$ cat src/rtl/tirq_pkg.sv
package tirq_pkg;
  localparam int DW     = 32;
  localparam int AW     = 4;
  localparam int NUM_EV = 10;

  typedef enum logic [1:0] {
    SEL_ENA = 2'd0,
    SEL_RAW = 2'd1,
    SEL_MSK = 2'd2,
    SEL_ACK = 2'd3
  } reg_sel_e;

  // compact event index -> sparse status bit position
  function automatic int ev_pos(input int k);
    if (k < 5)      return k;
    else if (k < 9) return k + 3;
    else            return 16;
  endfunction

  function automatic logic [DW-1:0] spread_events(input logic [NUM_EV-1:0] ev);
    logic [DW-1:0] v;
    v = '0;
    for (int k = 0; k < NUM_EV; k++) v[ev_pos(k)] = ev[k];
    return v;
  endfunction

  function automatic logic [DW-1:0] live_bits();
    return spread_events({NUM_EV{1'b1}});
  endfunction

  // next raw state: set has priority over clear
  function automatic logic [DW-1:0] raw_next(input logic [DW-1:0] cur,
                                              input logic [DW-1:0] set_v,
                                              input logic [DW-1:0] clr_v);
    return (cur & ~clr_v) | set_v;
  endfunction
endpackage

$ cat src/rtl/tirq_regif.sv
module tirq_regif
  import tirq_pkg::*;
(
  input  logic          bus_wr,
  input  logic [AW-1:0] bus_addr,
  input  logic [DW-1:0] bus_wdata,
  input  logic [DW-1:0] ena_q,
  input  logic [DW-1:0] raw_q,
  output logic          ena_we,
  output logic          ack_we,
  output logic [DW-1:0] ack_bits,
  output logic [DW-1:0] bus_rdata
);
  reg_sel_e sel;
  assign sel      = reg_sel_e'(bus_addr[3:2]);
  assign ena_we   = bus_wr && (sel == SEL_ENA);
  assign ack_we   = bus_wr && (sel == SEL_ACK);
  assign ack_bits = ack_we ? (bus_wdata & live_bits()) : '0;

  always_comb begin
    unique case (sel)
      SEL_ENA: bus_rdata = ena_q;
      SEL_RAW: bus_rdata = raw_q;
      SEL_MSK: bus_rdata = raw_q & ena_q;
      default: bus_rdata = '0;
    endcase
  end
endmodule

$ cat src/rtl/tirq_ena_reg.sv
module tirq_ena_reg
  import tirq_pkg::*;
(
  input  logic          clk,
  input  logic          rst_n,
  input  logic          we,
  input  logic [DW-1:0] wdata,
  output logic [DW-1:0] ena_q
);
  always_ff @(posedge clk or negedge rst_n) begin
    if (!rst_n)  ena_q <= '0;
    else if (we) ena_q <= wdata & live_bits();
  end
endmodule

$ cat src/rtl/tirq_raw_bank.sv
module tirq_raw_bank
  import tirq_pkg::*;
(
  input  logic              clk,
  input  logic              rst_n,
  input  logic [NUM_EV-1:0] evt_i,
  input  logic [DW-1:0]     ack_bits,
  output logic [DW-1:0]     ev_sparse,
  output logic [DW-1:0]     raw_q
);
  assign ev_sparse = spread_events(evt_i);

  for (genvar b = 0; b < DW; b++) begin : g_bit
    if (live_bits()[b]) begin : g_live
      logic flag_q;
      always_ff @(posedge clk or negedge rst_n) begin
        if (!rst_n) flag_q <= 1'b0;
        else        flag_q <= raw_next({{(DW-1){1'b0}}, flag_q},
                                       {{(DW-1){1'b0}}, ev_sparse[b]},
                                       {{(DW-1){1'b0}}, ack_bits[b]})[0];
      end
      assign raw_q[b] = flag_q;
    end else begin : g_rsvd
      assign raw_q[b] = 1'b0;
    end
  end
endmodule

$ cat src/rtl/tmr_irq_ctrl.sv
module tmr_irq_ctrl
  import tirq_pkg::*;
(
  input  logic              clk,
  input  logic              rst_n,
  input  logic [NUM_EV-1:0] evt_i,
  input  logic              bus_wr,
  input  logic [AW-1:0]     bus_addr,
  input  logic [DW-1:0]     bus_wdata,
  output logic [DW-1:0]     bus_rdata,
  output logic              irq_o
);
  logic [DW-1:0] ena_q, raw_q, ev_sparse, ack_bits;
  logic          ena_we, ack_we;

  tirq_regif i_regif (
    .bus_wr, .bus_addr, .bus_wdata, .ena_q, .raw_q,
    .ena_we, .ack_we, .ack_bits, .bus_rdata
  );

  tirq_ena_reg i_ena (
    .clk, .rst_n, .we(ena_we), .wdata(bus_wdata), .ena_q
  );

  tirq_raw_bank i_raw (
    .clk, .rst_n, .evt_i, .ack_bits, .ev_sparse, .raw_q
  );

  assign irq_o = |(raw_q & ena_q);
endmodule

$ cat config.mk
export PLATFORM = sky130hd
export DESIGN_NAME = tmr_irq_ctrl
export DESIGN_NICKNAME = d
export VERILOG_FILES = /design/src/rtl/tirq_pkg.sv /design/src/rtl/tirq_regif.sv /design/src/rtl/tirq_ena_reg.sv /design/src/rtl/tirq_raw_bank.sv /design/src/rtl/tmr_irq_ctrl.sv
export SDC_FILE = /design/constraint.sdc
export NUM_CORES = 1
export LEC_CHECK = 0
export BUFFER_PORTS_ARGS = -buffer_cell sky130_fd_sc_hd__buf_2
export CAP_MARGIN = 20
export CORE_AREA = 2 2 61 63
export DETAILED_ROUTE_END_ITERATION = 8
export DIE_AREA = 0 0 63 65
export MAX_ROUTING_LAYER = met4
export PLACE_DENSITY = 0.73
export SETUP_SLACK_MARGIN = 0.3
export SLEW_MARGIN = 30
export SYNTH_ARGS = -nofsm -noshare
export SYNTH_HDL_FRONTEND = slang
export SYNTH_SLANG_ARGS = --single-unit
export TNS_END_PERCENT = 100
$ cat constraint.sdc
create_clock -name clk -period 0.8 [get_ports clk]
set_input_delay 0.04 -clock clk [delete_from_list [all_inputs] [get_ports clk]]
set_output_delay 0.04 -clock clk [all_outputs]
set_load 0.005 [all_outputs]
==> flow_metrics.env <==
export IMPL_io_buffers=35
export IMPL_grt_max_degree=21
export IMPL_combPwrFrac_pct=32.9
export IMPL_cts_root_buf="clkbuf_4"
export IMPL_htreeDepth=1
export IMPL_grt_usage_pct=13.81
export IMPL_fin_crit_ps=1274
export IMPL_ys_types=17
export IMPL_remaining_drc_errors=0
export IMPL_placed_area_sq_um=1503
export IMPL_clock_fmax_mhz=784.9
export IMPL_p_leak_nw=0.8293
export IMPL_fin_skew_ps=0
export IMPL_slowest_delay_ps=410
export IMPL_initial_core_util_pct=34.86
export IMPL_setup_viol=21
export IMPL_nets=226
export IMPL_num_rows=22
export IMPL_yosysTopAreaCellShare_pct=41.07
export IMPL_required_ps=760
export IMPL_syn_inst=115
export IMPL_hold_viol=40
export IMPL_powerDensity_nw_per_um2=1647
export IMPL_viasPerCell=4.281
export IMPL_cp_top_family="flip-flops"
export IMPL_dpl_cell_count=214
export IMPL_die_y_microns=65
export IMPL_dpl_hpwl_mm=2.026
export IMPL_ant_nets=0
export IMPL_layout_drive_gt1_share_pct=45.45
export IMPL_cp_end_kind="primary output"
export IMPL_switching_power_mw=0.7564
export IMPL_start_kind="flop"
export IMPL_status="finished, violations left"
export IMPL_antenna_found_initial=0
export IMPL_cts_buffers=3
export IMPL_syn_avg_cell_area_sq_um=10.60
export IMPL_violations="hold timing, setup timing"
export IMPL_ys_seq_area_share_pct=41.07
export IMPL_synthTopCellsByArea="dfrtp_1, buf_4, mux2_4"
export IMPL_fin_total_pwr_mw=2.699
export IMPL_p_sw_share_pct=28.02
export IMPL_layout_cells_non_filler=224
export IMPL_whs_ps=-335.2
export IMPL_clk_latency_ps=300
export IMPL_ir_drop_uv=620.0
export IMPL_io_pins=82
export IMPL_cts_max_path_buffers=2
export IMPL_min_period_over_period_pct=159.3
export IMPL_die_area_sq_um=4095
export IMPL_rsz0062_at_grt="true"
export IMPL_grt_pass1_wl_mm=4.326
export IMPL_cts_sinks=20
export IMPL_yosys_warnings=0
export IMPL_clkTransAtPathRegs_ps=120
export IMPL_fp_dieW_microns=63
export IMPL_finish_instance_area_sq_um=1639
export IMPL_place_congestion=0.7582
export IMPL_seqPwrFrac_pct=45.1
export IMPL_detail_route_wirelength_mm=2.700
export IMPL_syn_area_sq_um=1219
export IMPL_drtIter0Drc=19
export IMPL_dr_pass1_iters=4
export IMPL_avgRoutedWirePerCell_microns=12.05
export IMPL_drv_slew=0
export IMPL_cp_num_buf_inv=1
export IMPL_gr_total_overflow=0
export IMPL_grt_pass1_vias=956
export IMPL_arrival_ps=1230
export IMPL_path_cells="nand2_1, and4_1, nand4_1, buf_2"
export IMPL_area_growth_pct=34.50
export IMPL_antenna_cells=0
export IMPL_hp_class="input port to asynchronous set/reset pin"
export IMPL_cts_tree="done"
export IMPL_clockPowerShare_pct=22.0
export IMPL_ys_ff_latch=20
export IMPL_criticalPathCategory="flop to primary output"
export IMPL_via_count=959
export IMPL_synth_top_area_cell="dfrtp_1"
export IMPL_setup_slack_ps=-474.1
export IMPL_timing_critical_path_fanout_max=2
export IMPL_maxCapViolCount=0
export IMPL_core_sq_um=3496
export IMPL_slowest_stage="dfrtp_1"
export IMPL_p_int_mw=1.943
==> worst paths after layout <==
check / startpoint / to / slack, ps / cells past startpoint
min: rst_n / i_ena.ena_q[2] / -340 / 1
min in group clk: evt_i[9] / i_raw.g_bit[16].g_live.flag_q / -100 / 2
max reg2reg: i_ena.ena_q[4] / i_ena.ena_q[4] / -240 / 3
max: i_ena.ena_q[9] / irq_o / -470 / 4
min reg2reg: i_raw.g_bit[8].g_live.flag_q / i_raw.g_bit[8].g_live.flag_q / 540 / 1
max in group asynchronous: rst_n / i_raw.g_bit[10].g_live.flag_q / 820 / 1
==> cell usage in the layout, fill, tap and decap left out <==
cell | synthesis | layout
nand2_2 | 0 | 1
clkbuf_8 | 0 | 1
buf_4 | 23 | 14
inv_1 | 1 | 1
clkbuf_4 | 0 | 3
nand2_1 | 20 | 19
mux2i_1 | 10 | 10
and3_1 | 1 | 1
a22o_1 | 1 | 1
and4_1 | 2 | 2
o22ai_1 | 9 | 9
nand4_1 | 1 | 1
conb_1 | 1 | 22
buf_2 | 2 | 35
a21o_1 | 10 | 10
and2_4 | 0 | 1
mux2_4 | 10 | 10
nor2_4 | 0 | 1
buf_6 | 2 | 14
dfrtp_1 | 20 | 20
==> cell type report <==
type / instances / area, sq um
clock buffers: 4 / 36.28
fillers: 337 / 1857
inverters: 1 / 3.754
multi-input cells: 88 / 600.6
flip-flops and latches: 20 / 500.5
well taps: 48 / 60.06
repair buffers: 63 / 437.9
==> state kept, by name (all words and copies together) (netlist names) <==
signal,cells
i_ena.ena_q,10
i_raw.g_bit.g_live.flag_q,10
==> power by group through the flow <==
stage	combinational [mW]	clock, mW	sequential, mW
6_report	0.888	0.594	1.22
5_1_grt	0.970	0.651	1.23
4_1_cts	0.863	0.611	1.21
3_5_place_dp	0.792	0	1.23
3_3_place_gp	0.777	0	1.22
2_1_floorplan	0.507	0	1.21
==> cells in the mapped netlist, drive strengths merged <==
cell type  number
buf            27
dfrtp          20
nand2          20
a21o           10
mux2           10
mux2i          10
o22ai           9
and4            2
a22o            1
and2            1
and3            1
conb            1
inv             1
nand4           1
nor2            1
==> timing repair <==
action | CTS | global route
pin swaps | 6 | 4
cloned | 0 | 0
endpoints found under the setup margin | 31 | 31
buffers inserted | 5 | 1
gates resized for setup | 6 | 9
hold endpoints to repair | 40 | 40
==> stage by stage <==
step / utilization, % / TNS [ps] / worst slack (ps)
global route: 46.89 / -6782 / -564.2
detailed placement: 42.99 / -3308 / -202.8
CTS: 45.74 / -5632 / -469.6
floorplan: - / -176.6 / -17.66
global placement: 42.99 / -3086 / -178.0
finish: 46.89 / -5687 / -474.1
==> logic make-up (layout without fill, tap and decap cells) <==
| kind of cell | Yosys count | after routing | synth area share (%) |
|---|---|---|---|
| AOI/OAI and AO/OA | 20 | 20 | 11.50 |
| buffers and inverters | 28 | 68 | 17.15 |
| DFF | 20 | 20 | 41.07 |
| muxes | 20 | 20 | 20.53 |
| other | 1 | 22 | 0.3077 |
| and+or+nand+nor | 26 | 26 | 9.446 |
==> per-layer routing <==
layer,track usage (%),wire [microns]
met1,17.52,1194
met3,2.778,141
met2,22.34,1350
met4,4.167,13
met5,-,0
(Power assumes the default switching activity.)
